### config.mk
export PLATFORM = sky130hd
export DESIGN_NAME = fwd_stall_unit
export DESIGN_NICKNAME = d
export VERILOG_FILES = /design/src/rtl/fwd_stall_unit.sv
export SDC_FILE = /design/constraint.sdc
export NUM_CORES = 1
export LEC_CHECK = 0
export BUFFER_PORTS_ARGS = -buffer_cell sky130_fd_sc_hd__buf_2
export CORE_ASPECT_RATIO = 1.2
export CORE_MARGIN = 1.5
export CORE_UTILIZATION = 50
export DETAILED_ROUTE_END_ITERATION = 10
export PLACE_DENSITY = 0.71
export SLEW_MARGIN = 20
export SYNTH_ARGS = -nofsm -noshare
export SYNTH_HDL_FRONTEND = slang
export SYNTH_SLANG_ARGS = --single-unit
### constraint.sdc
create_clock -name clk -period 2.46 [get_ports clk]
set_input_delay 0.123 -clock clk [delete_from_list [all_inputs] [get_ports clk]]
set_output_delay 0.123 -clock clk [all_outputs]
set_load 0.02 [all_outputs]
### src/rtl/fwd_stall_unit.sv
module fwd_stall_unit #(
  parameter int NREG = 32,
  localparam int RW = $clog2(NREG)
) (
  input  logic          clk,
  input  logic          rst_n,
  input  logic          id_valid,
  input  logic [2:0]    id_op,
  input  logic [RW-1:0] id_base,
  input  logic [RW-1:0] id_srca,
  input  logic [RW-1:0] id_srcb,
  input  logic [RW-1:0] id_dst,
  output logic          stall,
  output logic          ag_base_wb,
  output logic          ag_a_wb,
  output logic          ag_b_wb,
  output logic          ag_sd_wb,
  output logic          mem_a_wb,
  output logic          mem_b_wb,
  output logic [1:0]    mem_sd_sel,
  output logic          ex_a_wb,
  output logic          ex_b_wb
);

  localparam logic [2:0] OP_RR = 3'd1;
  localparam logic [2:0] OP_RM = 3'd2;
  localparam logic [2:0] OP_LD = 3'd3;
  localparam logic [2:0] OP_ST = 3'd4;
  localparam logic [2:0] OP_BR = 3'd5;

  typedef struct packed {
    logic          v;
    logic [2:0]    op;
    logic [RW-1:0] a;
    logic [RW-1:0] b;
    logic [RW-1:0] d;
  } slot_t;

  function automatic logic writes(input logic [2:0] op);
    return op == OP_RR || op == OP_RM || op == OP_LD;
  endfunction

  function automatic logic uses_base(input logic [2:0] op);
    return op == OP_RM || op == OP_LD || op == OP_ST;
  endfunction

  function automatic logic uses_a(input logic [2:0] op);
    return op == OP_RR || op == OP_RM || op == OP_BR;
  endfunction

  function automatic logic uses_b(input logic [2:0] op);
    return op == OP_RR || op == OP_BR;
  endfunction

  slot_t         ag_q, mem_q, ex_q;
  logic [RW-1:0] ag_base_q;
  logic          wb_wr_q;
  logic [RW-1:0] wb_d_q;

  logic ag_wr, mem_wr, ex_wr;
  assign ag_wr  = ag_q.v  && writes(ag_q.op);
  assign mem_wr = mem_q.v && writes(mem_q.op);
  assign ex_wr  = ex_q.v  && writes(ex_q.op);

  assign stall = id_valid && uses_base(id_op) &&
                 ((ag_wr && ag_q.d == id_base) || (mem_wr && mem_q.d == id_base));

  always_ff @(posedge clk or negedge rst_n) begin
    if (!rst_n) begin
      ag_q      <= '0;
      mem_q     <= '0;
      ex_q      <= '0;
      ag_base_q <= '0;
      wb_wr_q   <= 1'b0;
      wb_d_q    <= '0;
    end else begin
      ag_q      <= stall ? '0 : slot_t'{v: id_valid, op: id_op, a: id_srca, b: id_srcb, d: id_dst};
      ag_base_q <= id_base;
      mem_q     <= ag_q;
      ex_q      <= mem_q;
      wb_wr_q   <= ex_wr;
      wb_d_q    <= ex_q.d;
    end
  end

  assign ag_base_wb = ag_q.v && uses_base(ag_q.op) && wb_wr_q && wb_d_q == ag_base_q;
  assign ag_a_wb    = ag_q.v && uses_a(ag_q.op)    && wb_wr_q && wb_d_q == ag_q.a;
  assign ag_b_wb    = ag_q.v && uses_b(ag_q.op)    && wb_wr_q && wb_d_q == ag_q.b;
  assign ag_sd_wb   = ag_q.v && ag_q.op == OP_ST   && wb_wr_q && wb_d_q == ag_q.a;

  assign mem_a_wb = mem_q.v && uses_a(mem_q.op) && wb_wr_q && wb_d_q == mem_q.a;
  assign mem_b_wb = mem_q.v && uses_b(mem_q.op) && wb_wr_q && wb_d_q == mem_q.b;

  always_comb begin
    mem_sd_sel = 2'd0;
    if (mem_q.v && mem_q.op == OP_ST) begin
      if (ex_wr && ex_q.d == mem_q.a)          mem_sd_sel = 2'd2;
      else if (wb_wr_q && wb_d_q == mem_q.a)   mem_sd_sel = 2'd1;
    end
  end

  assign ex_a_wb = ex_q.v && uses_a(ex_q.op) && wb_wr_q && wb_d_q == ex_q.a;
  assign ex_b_wb = ex_q.v && uses_b(ex_q.op) && wb_wr_q && wb_d_q == ex_q.b;

endmodule

==> flow_summary.toml, run 1 <==
[status]
status = "finished clean"

[synthesis]
syn-mean-instance-area_sq_um = 13.5
ys_ff_latch = 68
syn_area_sq_mm = 0.00263
synth_edf_count = 0
ys_types = 27
synth_top_area_frac = 0.647
synth_area_leader_cell = "dfrtp_1"
synth.top_cells.by_area = "dfrtp_1 65%, xnor2_1 12%, nor3b_1 6.0%"
syn_inst = 195
synth-main-ff-cell = "dfrtp_1"
ys_warn_count = 0
syn_nets = 221
seq_area_frac_synth = 0.647
ys_async_sr_fraction = 1.00

[critical_path]
regToRegStartpoint = "ag_q[1]"
rr_worst_depth = 6
critPathBufInv = 4
slowest_stage = "dlygate4sd3_1"
cp.arrival_ps = 2020
worstPathCellList = "dlygate4sd3_1, buf_2, xor2_1, or4b_1, nor3_2, buf_4, or2_1, buf_2"
cp_max_fo = 9
critPathCaptureType = "primary output"
slowest_delay_ps = 520
timing.critical_path.mode_cell = "buf_2"
path_delay_family = "buffers and inverters"
required_ps = 2340
r2r_end = "ag_q[8]"
r2r_slack_ps = 700
path_class = "input pin to primary output"
start_kind = "input pin"

[timing]
skew_ps = 4.10
worst_slew_pin_slew_ps = 809
period_share = 0.872
fin_hold_ws_ps = 40.1
rsz0062_at_grt = "no"
setup_viol = 0
worst_slew_margin_rel = 0.460
drv_slew = 0
finalHoldViolations = 0
finalCriticalPeriod_ps = 2140
fin_tns_setup_ps = 0
fmax_ghz = 0.466

[grt]
grt-ovfl-total = 0
grt_pass1_vias = 1627
grt_antenna_before_repair = 0
grt_max_degree = 69
grtUsageTotal = 0.186
grt_pass1_wl_um = 7880

[floorplanning]
core_area_sq_mm = 0.00501
initial_core_util = 0.525
dieArea_sq_mm = 0.00570
ios = 37
rows = 28
die_w_um = 69.2
die_y_um = 82.4

[pwr]
leakage_nw = 1.38
peakVddDrop_mv = 0.482
powerDensity_mw_per_mm2 = 771

[clocking]
h-tree-depth = 3
cts_tree = "built"
clk_pin_slew_worst_paths_ps = 70
post_cts_buffers = 0
insertion_delay_ps = 330
cts.path.max_buffers = 2
clockRootBuffer = "clkbuf_8"
cts.sinks = 68
numCtsBuffers = 9

[hold_path]
min_delay_path_depth = 2
hold_class = "input pin to flip-flop"
whs_endpoint = "ag_q[7]"
min-delay-start = "id_srcb[2]"

[layout]
nets = 269
design_area_sq_mm = 0.00317
drive_gt1_frac = 0.238
final_util = 0.632
area_growth_pct = 20.5
diodes = 0
layout.cells.non_filler = 308

[detailed_routing]
via_count = 1579
drc = 0
ant_nets = 0
wl_per_cell_um = 15.6
postRouteWirelength_um = 4800
first_iter_violations = 67
dr.pass1.iters = 4
viasPerCell = 5.13

[placement]
post_dp_cell_area_sq_mm = 0.00287
numPortBuffers = 36
gp_congestion = 0.837
dp_hpwl_um = 3420
dpl.cell_count = 286

[job]
drv_cap = 0
## area by class of cell
cell class	count	area, sq um
Timing Repair Buffer	46	270
Tap cell	60	75.1
Fill cell	399	1840
Clock buffer	12	165
Clock inverter	4	70.1
Inverter	1	3.75
Sequential cell	68	1700
Multi-Input combinational cell	117	882
## synth_stat cells (all sizes together), types with 2 or more instances
cell type / number
nor2b: 3
nand2b: 3
o21ai: 2
nor3: 3
dfrtp: 68
a2111oi: 2
nor4: 3
clkbuf: 3
nor3b: 21
nor2: 7
nand4: 9
nand2: 4
xor2: 15
buf: 6
and3: 3
xnor2: 35
## registers in the layout (all words and copies together) (netlist names)
signal     flops
wb_d_q         5
wb_wr_q        1
ex_q          19
ag_base_q      5
mem_q         19
ag_q          19
## routing by layer
metal / track usage / share of wire / vias up
met2: 0.307 / 0.51 / 43
met4: 0.0882 / 0.017 / 0
met3: 0.0473 / 0.045 / 8
met1: 0.234 / 0.43 / 775
met5: 0 / 0 / -
li1: - / - / 753
## what timing repair did
item | 4_1_cts | 5_1_grt
hold endpoints to repair | 66 | 0
hold buffers | 6 | 0
gates resized for setup | 0 | 0
## metrics by stage
| stage | power [W] | worst slack, ps |
|---|---|---|
| floorplan | 0.00134 | 423 |
| global placement | 0.00141 | 737 |
| detailed placement | 0.00141 | 704 |
| CTS | 0.00246 | 308 |
| global route | 0.00253 | 180 |
| finish | 0.00244 | 316 |
## report_power, final
part           total (W)  leakage [nW]  switching (W)  internal, W
clock            0.00105         0.122       0.000397     0.000650
combinational   0.000158         0.464      0.0000692    0.0000890
sequential       0.00124         0.794      0.0000595      0.00118
## worst register-to-register path, cell delays in order, from the launching register on
cell	delay [ps]
dfrtp_1	390
xor2_1	160
or4b_1	480
nor3_2	160
buf_4	190
buf_4	190
nor3b_1	70
## layout by cell type, fill, tap and decap left out, types with 3 or more instances in the layout
master | Yosys | layout
and3_1 | 3 | 3
buf_2 | 4 | 36
buf_4 | 2 | 4
clkbuf_8 | 0 | 12
dfrtp_1 | 68 | 68
dlygate4sd3_1 | 0 | 6
nand2_1 | 4 | 4
nand2b_1 | 3 | 3
nand4_1 | 9 | 9
nor2_1 | 7 | 7
nor2b_1 | 3 | 3
nor3b_1 | 21 | 21
nor4_1 | 3 | 3
xnor2_1 | 35 | 35
xor2_1 | 15 | 15
## worst max-delay path by stage
stage                          start  endpoint  slack, ps  cells after the start
after CTS                 id_base[1]     stall        310                      8
after global routing      id_base[2]     stall        180                      7
final                     id_base[1]     stall        320                      8
after detailed placement    mem_q[2]   ag_q[8]        700                      5
after global placement      mem_q[2]  ag_q[13]        740                      5
after floorplan            wb_d_q[2]   ex_a_wb        420                      4
## logic make-up (layout without fill, tap and decap cells)
logic type,count (synthesis),in the layout,share of synthesized area
AO/OA/AOI/OAI,5,5,0.0138
AND/OR/NAND/NOR,61,61,0.149
XOR/XNOR,50,50,0.167
flip-flops,68,68,0.647
multiplexers,1,1,0.00428
buffers and inverters,10,63,0.0190
Note: power is estimated with default switching activity, not from simulation.
==> inputs of run 2 (changes only) <==
BUFFER_PORTS_ARGS = not set   (was -buffer_cell sky130_fd_sc_hd__buf_2)
CORE_ASPECT_RATIO = 1.5   (was 1.2)
DONT_BUFFER_PORTS = 1   (was not set)
MAX_ROUTING_LAYER = met4   (was not set)
PLACE_DENSITY = 0.65   (was 0.71)
==> run 2 against run 1 <==
Die area grew 0.13%. Global-route usage grew 2.3 points. Sequential share of layout area shrank 0.27 points. Non-clock buffer count shrank 13. Register-to-register slack lost 230 ps. Clock-buffer cell count shrank 1. Setup slack lost 160 ps. Critical endpoint unchanged. Sequential power is essentially flat.
==> flow_summary.toml, run 2 (same netlist as run 1, synthesis figures left out) <==
[timing]
fmax_ghz = 0.433
worst_slew_pin_slew_ps = 634
finalHoldViolations = 0
period_share = 0.938
worst_slew_margin_rel = 0.574
setup_viol = 0
skew_ps = 10.7
rsz0062_at_grt = "no"
drv_slew = 0
finalCriticalPeriod_ps = 2310
fin_tns_setup_ps = 0

[floorplanning]
dieArea_sq_mm = 0.00571
rows = 32
initial_core_util = 0.517
core_area_sq_mm = 0.00508
die_w_um = 62.2
ios = 37
die_y_um = 91.8

[placement]
gp_congestion = 0.837
post_dp_cell_area_sq_mm = 0.00273
dp_hpwl_um = 3320
numPortBuffers = 0

[pwr]
pwr-share-clk = 0.364
combPwrFrac = 0.074
powerDensity_mw_per_mm2 = 691
peakVddDrop_mv = 0.470
leakage_nw = 1.29
p_sw_w = 0.000532
swShare = 0.242
p_int_w = 0.00167
p_seq_frac = 0.562

[clocking]
cts_hold_buffers = 26
cts.sinks = 68
cts_tree = "built"
clk_pin_slew_worst_paths_ps = 70
cts.path.max_buffers = 2
h-tree-depth = 3
post_cts_buffers = 0
insertion_delay_ps = 340
numCtsBuffers = 9
cts_resized = 0
clockRootBuffer = "clkbuf_8"

[layout]
final_util = 0.626
reg_top3 = "ag_q: 19 flops, ex_q: 19 flops, mem_q: 19 flops"
layout_common_cells = "68 x dfrtp_1, 35 x xnor2_1, 25 x dlygate4sd3_1"
design_area_sq_mm = 0.00318
drive_gt1_frac = 0.111
diodes = 0
nets = 256
area_growth_pct = 21.1
final_common_cell = "dfrtp_1"

[detailed_routing]
drc = 0
viasPerCell = 5.11
dr.pass1.iters = 4
wl_per_cell_um = 16.5
ant_nets = 0
postRouteWirelength_um = 4990
first_iter_violations = 37
via_count = 1547

[critical_path]
path_delay_family = "simple AND/OR/NAND/NOR gates"
path_class = "flip-flop to primary output"
slowest_delay_ps = 510
worstPathCellList = "xor2_1, or4b_1, nor3_2, or2_1"
required_ps = 2340
start_kind = "flip-flop"
cp.arrival_ps = 2190
critPathBufInv = 0
critPathCaptureType = "primary output"
slowest_stage = "nor3_2"
cp_max_fo = 9

[grt]
grt_pass1_vias = 1790
grt_pass1_wl_um = 8530
grt_antenna_before_repair = 0
grt_max_degree = 69
grt-ovfl-total = 0
grtUsageTotal = 0.209

[job]
drv_cap = 0

[hold_path]
hold_class = "input pin to flip-flop"

[status]
status = "finished clean"
-- run 2: changes by cell type in the layout (fill, tap and decap cells not counted), sizes merged --
cell,change
buf,-32
clkinvlp,+2
bufinv,-2
clkbuf,-1
dlygate4sd3,+19
clkinv,+1
-- run 2: stage by stage --
step | setup slack (ps) | cells | power [W] | hold WS, ps
after detailed placement | 513 | 261 | 0.00137 | -170
after global placement | 582 | 261 | 0.00136 | -170
after floorplan | 423 | 195 | 0.00134 | -173
final | 152 | 303 | 0.00220 | 264
after CTS | 156 | 303 | 0.00223 | 250
after global routing | 37.7 | 303 | 0.00231 | 288
-- run 2: area by class of cell --
class / count / area (sq um)
inverters: 1 / 3.75
clock buffers: 11 / 141
multi-input cells: 117 / 885
repair buffers: 33 / 330
clock inverters: 5 / 37.5
fillers: 399 / 1900
well taps: 68 / 85.1
flip-flops and latches: 68 / 1700
-- run 2: worst reg2reg max path, cell delays in order (launching register included) --
cell and delay [ps]:
dfrtp_1 380, xor2_1 160, or4b_1 490, nor3_2 510
buf_4 260, nor3b_1 60
-- run 2: power groups by stage --
stage	registers, W	logic (W)	clock network, W
3_3_place_gp	0.00125	0.000105	0
5_1_grt	0.00124	0.000184	0.000883
6_report	0.00124	0.000163	0.000802
4_1_cts	0.00124	0.000166	0.000828
3_5_place_dp	0.00126	0.000108	0
2_1_floorplan	0.00123	0.000108	0
-- run 2: final timing paths --
check | startpoint | endpoint | slack [ps] | depth (start not counted)
max in group asynchronous | rst_n | ag_q[11] | 1870 | 2
worst max register to register | ag_q[1] | ag_q[11] | 470 | 5
min in group asynchronous | rst_n | ex_q[15] | 320 | 2
worst min register to register | ag_q[8] | mem_q[8] | 390 | 0
worst min-delay path | id_base[4] | ag_q[0] | 260 | 4
worst max-delay path | ag_q[1] | stall | 150 | 4
-- run 2: metal layers --
metal,part of all wire,global-route usage
met1,0.39,0.213
met4,0.017,0.106
met5,0,-
met3,0.046,0.0613
met2,0.55,0.365
